$ cat src/rtl/regbank_pkg.sv
package regbank_pkg;

    // Default geometry of the register file.
    localparam int unsigned NUM_REGS_DFLT = 32;
    localparam int unsigned DATA_W_DFLT   = 32;

    // Ordering between the write port and the read ports within one cycle.
    typedef enum logic {
        ORDER_WRITE_FIRST = 1'b0,
        ORDER_READ_FIRST  = 1'b1
    } rd_order_e;

    // True when a same-cycle write should be forwarded to a read port.
    function automatic bit order_forwards(rd_order_e ord);
        return (ord == ORDER_WRITE_FIRST);
    endfunction

    // Width of a register index for a given register count.
    function automatic int unsigned idx_width(int unsigned nregs);
        return (nregs > 1) ? $clog2(nregs) : 1;
    endfunction

endpackage

$ cat src/rtl/regbank_wr_decode.sv
module regbank_wr_decode #(
    parameter int unsigned NUM_REGS = regbank_pkg::NUM_REGS_DFLT,
    parameter int unsigned IDX_W    = regbank_pkg::idx_width(NUM_REGS)
) (
    input  logic                  wr_en,
    input  logic [IDX_W-1:0]      wr_idx,
    output logic                  wr_fire,
    output logic [NUM_REGS-1:1]   wr_sel
);

    // A write counts only if it is enabled and targets a writable register.
    assign wr_fire = wr_en && (wr_idx != '0);

    // One-hot select for registers 1..NUM_REGS-1; register 0 has no select.
    for (genvar g = 1; g < NUM_REGS; g++) begin : g_sel
        assign wr_sel[g] = wr_fire && (wr_idx == IDX_W'(g));
    end

endmodule

$ cat src/rtl/regbank_storage.sv
module regbank_storage #(
    parameter int unsigned NUM_REGS = regbank_pkg::NUM_REGS_DFLT,
    parameter int unsigned DATA_W   = regbank_pkg::DATA_W_DFLT
) (
    input  logic                  clk,
    input  logic                  rst,
    input  logic [NUM_REGS-1:1]   wr_sel,
    input  logic [DATA_W-1:0]     wr_data,
    output logic [DATA_W-1:0]     regs [NUM_REGS]
);

    for (genvar g = 0; g < NUM_REGS; g++) begin : g_reg
        if (g == 0) begin : g_zero
            // Hard-wired zero register: no storage at all.
            assign regs[g] = '0;
        end else begin : g_flop
            logic [DATA_W-1:0] q;
            always_ff @(posedge clk) begin
                if (rst) begin
                    q <= '0;
                end else if (wr_sel[g]) begin
                    q <= wr_data;
                end
            end
            assign regs[g] = q;
        end
    end

endmodule

$ cat src/rtl/regbank_read_port.sv
module regbank_read_port #(
    parameter int unsigned NUM_REGS = regbank_pkg::NUM_REGS_DFLT,
    parameter int unsigned DATA_W   = regbank_pkg::DATA_W_DFLT,
    parameter int unsigned IDX_W    = regbank_pkg::idx_width(NUM_REGS),
    parameter bit          FWD      = 1'b1
) (
    input  logic [DATA_W-1:0]     regs [NUM_REGS],
    input  logic [IDX_W-1:0]      rd_idx,
    input  logic                  wr_fire,
    input  logic [IDX_W-1:0]      wr_idx,
    input  logic [DATA_W-1:0]     wr_data,
    output logic [DATA_W-1:0]     rd_data
);

    logic              hit;
    logic [DATA_W-1:0] stored;

    // wr_fire already excludes index 0, so register 0 is never forwarded.
    assign hit    = wr_fire && (wr_idx == rd_idx);
    assign stored = regs[rd_idx];

    always_comb begin
        if (FWD && hit) begin
            rd_data = wr_data;
        end else begin
            rd_data = stored;
        end
    end

endmodule

$ cat src/rtl/bypass_regfile.sv
module bypass_regfile #(
    parameter int unsigned           NUM_REGS = regbank_pkg::NUM_REGS_DFLT,
    parameter int unsigned           DATA_W   = regbank_pkg::DATA_W_DFLT,
    parameter regbank_pkg::rd_order_e ORDER   = regbank_pkg::ORDER_WRITE_FIRST,
    parameter int unsigned           IDX_W    = regbank_pkg::idx_width(NUM_REGS)
) (
    input  logic              clk,
    input  logic              rst,
    input  logic              wr_en,
    input  logic [IDX_W-1:0]  wr_idx,
    input  logic [DATA_W-1:0] wr_data,
    input  logic [IDX_W-1:0]  rd0_idx,
    output logic [DATA_W-1:0] rd0_data,
    input  logic [IDX_W-1:0]  rd1_idx,
    output logic [DATA_W-1:0] rd1_data
);

    localparam bit FWD = regbank_pkg::order_forwards(ORDER);
    localparam int unsigned NUM_RD = 2;

    logic                wr_fire;
    logic [NUM_REGS-1:1] wr_sel;
    logic [DATA_W-1:0]   regs [NUM_REGS];

    logic [IDX_W-1:0]    rd_idx_v  [NUM_RD];
    logic [DATA_W-1:0]   rd_data_v [NUM_RD];

    regbank_wr_decode #(
        .NUM_REGS (NUM_REGS),
        .IDX_W    (IDX_W)
    ) u_dec (
        .wr_en   (wr_en),
        .wr_idx  (wr_idx),
        .wr_fire (wr_fire),
        .wr_sel  (wr_sel)
    );

    regbank_storage #(
        .NUM_REGS (NUM_REGS),
        .DATA_W   (DATA_W)
    ) u_store (
        .clk     (clk),
        .rst     (rst),
        .wr_sel  (wr_sel),
        .wr_data (wr_data),
        .regs    (regs)
    );

    assign rd_idx_v[0] = rd0_idx;
    assign rd_idx_v[1] = rd1_idx;

    for (genvar p = 0; p < NUM_RD; p++) begin : g_rd
        regbank_read_port #(
            .NUM_REGS (NUM_REGS),
            .DATA_W   (DATA_W),
            .IDX_W    (IDX_W),
            .FWD      (FWD)
        ) u_port (
            .regs    (regs),
            .rd_idx  (rd_idx_v[p]),
            .wr_fire (wr_fire),
            .wr_idx  (wr_idx),
            .wr_data (wr_data),
            .rd_data (rd_data_v[p])
        );
    end

    assign rd0_data = rd_data_v[0];
    assign rd1_data = rd_data_v[1];

endmodule

$ cat config.mk
export PLATFORM = sky130hd
export DESIGN_NAME = bypass_regfile
export DESIGN_NICKNAME = d
export VERILOG_FILES = /design/src/rtl/regbank_pkg.sv /design/src/rtl/regbank_wr_decode.sv /design/src/rtl/regbank_storage.sv /design/src/rtl/regbank_read_port.sv /design/src/rtl/bypass_regfile.sv
export SDC_FILE = /design/constraint.sdc
export NUM_CORES = 2
export LEC_CHECK = 0
export CAP_MARGIN = 20
export CORE_MARGIN = 4
export CORE_UTILIZATION = 55
export CTS_BUF_LIST = sky130_fd_sc_hd__clkbuf_8
export DETAILED_ROUTE_END_ITERATION = 8
export PLACE_DENSITY = 0.73
export SLEW_MARGIN = 10
export SYNTH_ARGS = -nofsm -noshare
export SYNTH_HDL_FRONTEND = slang
export SYNTH_SLANG_ARGS = --single-unit
$ cat constraint.sdc
create_clock -name clk -period 2.55 [get_ports clk]
set_clock_uncertainty 0.15 [all_clocks]
set_input_delay 0.255 -clock clk [delete_from_list [all_inputs] [get_ports clk]]
set_output_delay 0.255 -clock clk [all_outputs]
set_load 0.02 [all_outputs]
==> qor.tcl <==
set qor(drt_first_iter_violations) 7790
set qor(routed_via_density) 6.70
set qor(synthSimpleGateAreaFrac_pct) 17.4
set qor(yosys.cell_count.top_type) {sky130_fd_sc_hd__nand2_1}
set qor(reg_top3) {u_store.g.g_flop.q (992)}
set qor(whs_path_depth) 3
set qor(postSynthNetCount) 6191
set qor(dominant_combinational_cell_family_by_area_after_synthesis) {multiplexers}
set qor(first_pass_grt_wire_length_mm) 314
set qor(ys_top_cells_by_count) {sky130_fd_sc_hd__nand2_1, sky130_fd_sc_hd__a21oi_1, sky130_fd_sc_hd__dfxtp_1, sky130_fd_sc_hd__clkbuf_1, sky130_fd_sc_hd__mux4_2}
set qor(timing.critical_path.fanout_max) 2
set qor(failed_checks) {negative setup slack}
set qor(footprint_of_the_multi_input_gates_sq_um) 30300
set qor(floorplan.io_pins) 114
set qor(flop_to_flop_setup_slack_ps) 1620
set qor(final-seq-area_sq_um) 20100
set qor(status) {complete, but fails checks}
set qor(clock_buffer_count_from_cts) 165
set qor(hp-class) {in2reg}
set qor(grt_pass1_vias) 50600
set qor(place_inst) 7484
set qor(clkSlewWorstSetupHoldPaths_ps) 60
set qor(synth_top_cells_by_area) {sky130_fd_sc_hd__dfxtp_1, sky130_fd_sc_hd__nand2_1, sky130_fd_sc_hd__mux4_2, sky130_fd_sc_hd__a21oi_1, sky130_fd_sc_hd__mux2i_1}
set qor(final-hold-violation-count) 0
set qor(n_fill_cell) 6980
set qor(cell_at_the_root_of_the_clock_tree) {sky130_fd_sc_hd__clkbuf_8}
set qor(setup_viol) 64
set qor(report.power.total_mw) 35.4
set qor(ir_drop_v) 0.000610
set qor(reg2reg_to) {u_store.g_reg[12].g_flop.q[1]}
set qor(syn_area_sq_um) 51900
set qor(timing.fmax_mhz) 324
set qor(largest_register_ffs) 992
set qor(detail_route.wirelength_mm) 214
set qor(synth.mux.area_fraction_pct) 22.9
set qor(synth_seq_cells) 992
set qor(synth.yosys.warnings) 0
set qor(areaGrowthSynthToFinish_pct) 23.1
set qor(setup_repair_after_global_routing_missed_its_margin) {yes}
set qor(finalCritPeriodShare_pct) 121
set qor(skew_pair_late_insertion_delay_ps) 830
set qor(drtPass1Iterations) 8
set qor(tritoncts_clock_tree) {yes}
set qor(critical_path.endpoint) {rd1_data[10]}
set qor(synth.distinct_cells) 47
set qor(globalRouteTotalUtil_pct) 41.6
set qor(final_layout_size_suffix_gt1_share_pct) 28.2
set qor(timing.max_cap.violations) 0
set qor(die_x_um) 315
set qor(floorplan.core_area_sq_um) 93500
set qor(largest_net_degree_at_the_start_of_global_routing) 98
set qor(start_util_pct) 55.5
set qor(postLayoutSetupSlackWorst_ps) -539
set qor(dp_worst_setup_slack_ps) -866
set qor(detailroute.via_count) 52200
set qor(slew_limit_fails) 0
set qor(cts-htree-levels) 4
set qor(part_of_the_yosys_area_used_for_sequential_elements_pct) 38.3
set qor(worstSetupStartpoint) {u_store.g_reg[15].g_flop.q[10]}
set qor(dpl.hpwl_mm) 135
set qor(layout.cells.non_filler) 7788
set qor(slew_at_the_pin_closest_to_its_max_slew_limit_ps) 1250
set qor(synthAdderAreaFrac_pct) 0
set qor(cp_data_arrival_time_ps) 2680
set qor(yosys.area_share.xor_xnor_pct) 0.169
set qor(floorplan.die.height_um) 315
set qor(fin_nets) 6462
set qor(largest-register) {u_store.g.g_flop.q}
set qor(worst_hold_startpoint) {wr_data[17]}
set qor(power.static_leakage_nw) 22.9
set qor(timing.max_slew.rel_slack_pct) 16.6
set qor(synth_ff_type) {sky130_fd_sc_hd__dfxtp_1}
set qor(routedWlPerCell_um) 27.5
set qor(critPathKind) {reg2out}
set qor(critPathRequiredTime_ps) 2140
set qor(floorplan.rows) 112
set qor(routabilityCongestion) 1.01
set qor(clock_sinks) 992
set qor(dieArea_sq_um) 99300
set qor(setup.worst_path.end_class) {output pin}
set qor(synth-edff-count) 0
set qor(reg2reg_from) {u_store.g_reg[12].g_flop.q[1]}
set qor(synth_area_per_cell_sq_um) 8.45
set qor(gr-total-overflow) 0
set qor(synth-async-reset-ratio_pct) 0
set qor(post-synth-top-area-cell) {sky130_fd_sc_hd__dfxtp_1}
set qor(number_of_routed_nets_with_antenna_violations) 0
set qor(post-synth-top-area-fraction_pct) 38.3
set qor(reg2reg_depth) 4
set qor(cellPowerDensity_nw_per_um2) 554
set qor(route.detailed.drc) 0
set qor(antenna_found_initial) 4
set qor(synthesized_area_fraction_occupied_by_ao_oa_aoi_and_oai_cells_pct) 15.5
set qor(postSynthCellCount) 6141
set qor(worstSetupStartpointType) {flop}
set qor(clk_path_buf_depth) 3
set qor(finalWorstPathRequiredPeriod_ps) 3090
set qor(port_buffers) 113
[metal layers]
layer / routed length, um / global-route usage (%) / vias up
met4: 18500 / 29.3 / 6
li1: - / - / 22000
met2: 88700 / 60.3 / 4314
met5: 60 / 0.642 / -
met1: 72900 / 52.3 / 24700
met3: 33800 / 13.9 / 1245
[worst max-delay path, stage by stage, from the launching register on]
cell and delay (ps):
sky130_fd_sc_hd__dfxtp_2 320, sky130_fd_sc_hd__buf_4 130, sky130_fd_sc_hd__mux4_2 450, sky130_fd_sc_hd__mux2_2 310, sky130_fd_sc_hd__nand2_1 90, sky130_fd_sc_hd__a21oi_2 100
sky130_fd_sc_hd__a22o_1 270, sky130_fd_sc_hd__buf_6 150
[where the power goes]
part	total (mW)	leakage [nW]	switching [mW]	internal (mW)
clock	15.1	1.95	6.88	8.22
combinational	4.61	12.8	2.80	1.81
sequential	15.7	8.09	0.0893	15.6
[cells in the final DEF, fill, tap and decap left out, types with 27 or more instances in the layout]
master                               n
sky130_fd_sc_hd__a221oi_1           27
sky130_fd_sc_hd__mux4_2            325
sky130_fd_sc_hd__clkbuf_8          216
sky130_fd_sc_hd__mux2_4             37
sky130_fd_sc_hd__o211ai_1           78
sky130_fd_sc_hd__dfxtp_2           188
sky130_fd_sc_hd__buf_6              87
sky130_fd_sc_hd__nand2_2            38
sky130_fd_sc_hd__clkdlybuf4s50_1    37
sky130_fd_sc_hd__buf_4             459
sky130_fd_sc_hd__nor2_4             27
sky130_fd_sc_hd__nor2_1             48
sky130_fd_sc_hd__nand2_1          2097
sky130_fd_sc_hd__a21oi_1          1013
sky130_fd_sc_hd__a22o_1             49
sky130_fd_sc_hd__mux2i_1           273
sky130_fd_sc_hd__mux2_2            100
sky130_fd_sc_hd__o2111ai_1          27
sky130_fd_sc_hd__buf_12            168
sky130_fd_sc_hd__a22oi_1            59
sky130_fd_sc_hd__inv_1              40
sky130_fd_sc_hd__a221o_1            32
sky130_fd_sc_hd__nand3_1            27
sky130_fd_sc_hd__dfxtp_1           804
[layout make-up]
type                    instances  share of cell area (%)
clock inverters                73                   0.836
flip-flops and latches        992                    31.5
multi-input cells            4484                    47.5
inverters                       2                  0.0118
repair buffers                767                    13.2
clock buffers                 214                    4.61
well taps                    1254                    2.46
diodes                          2                 0.00783
[how the worst min path moves through the flow]
stage | slack [ps] | endpoint
floorplan | 290 | u_store.g_reg[3].g_flop.q[0]
global placement | 300 | u_store.g_reg[3].g_flop.q[7]
detailed placement | 310 | u_store.g_reg[3].g_flop.q[5]
CTS | 0.4 | u_store.g_reg[7].g_flop.q[17]
global route | 40 | u_store.g_reg[7].g_flop.q[17]
finish | 90 | u_store.g_reg[7].g_flop.q[17]
[repair_timing]
| item | 4_1_cts | 5_1_grt |
|---|---|---|
| endpoints found under the hold margin | 613 | 0 |
| gates resized for setup | 637 | 179 |
| cloned | 0 | 3 |
| pin swaps | 92 | 58 |
| buffers inserted | 13 | 12 |
| hold buffers | 1 | 0 |
| setup endpoints to repair | 64 | 64 |
[stage by stage]
step / hold slack (ps) / utilization [%] / instance area (sq um) / TNS, ps
after floorplan: 292 / - / 51900 / 0
after global placement: 298 / 63.0 / 58900 / -56450
after CTS: 0.426 / 67.6 / 63200 / -25720
after global routing: 42.5 / 68.3 / 63900 / -26060
after detailed placement: 306 / 63.0 / 58900 / -52240
final: 90.0 / 68.3 / 63900 / -24070
[logic make-up (layout without fill, tap and decap cells)]
kind of cell,Yosys count,count (layout)
and+or+nand+nor,2332,2332
muxes,763,763
AOI/OAI and AO/OA,1379,1379
DFF,992,992
buffers and inverters,665,1056
other,0,2
xor gates and xnor gates,10,10
No activity file was read; power rests on OpenSTA's default activity.
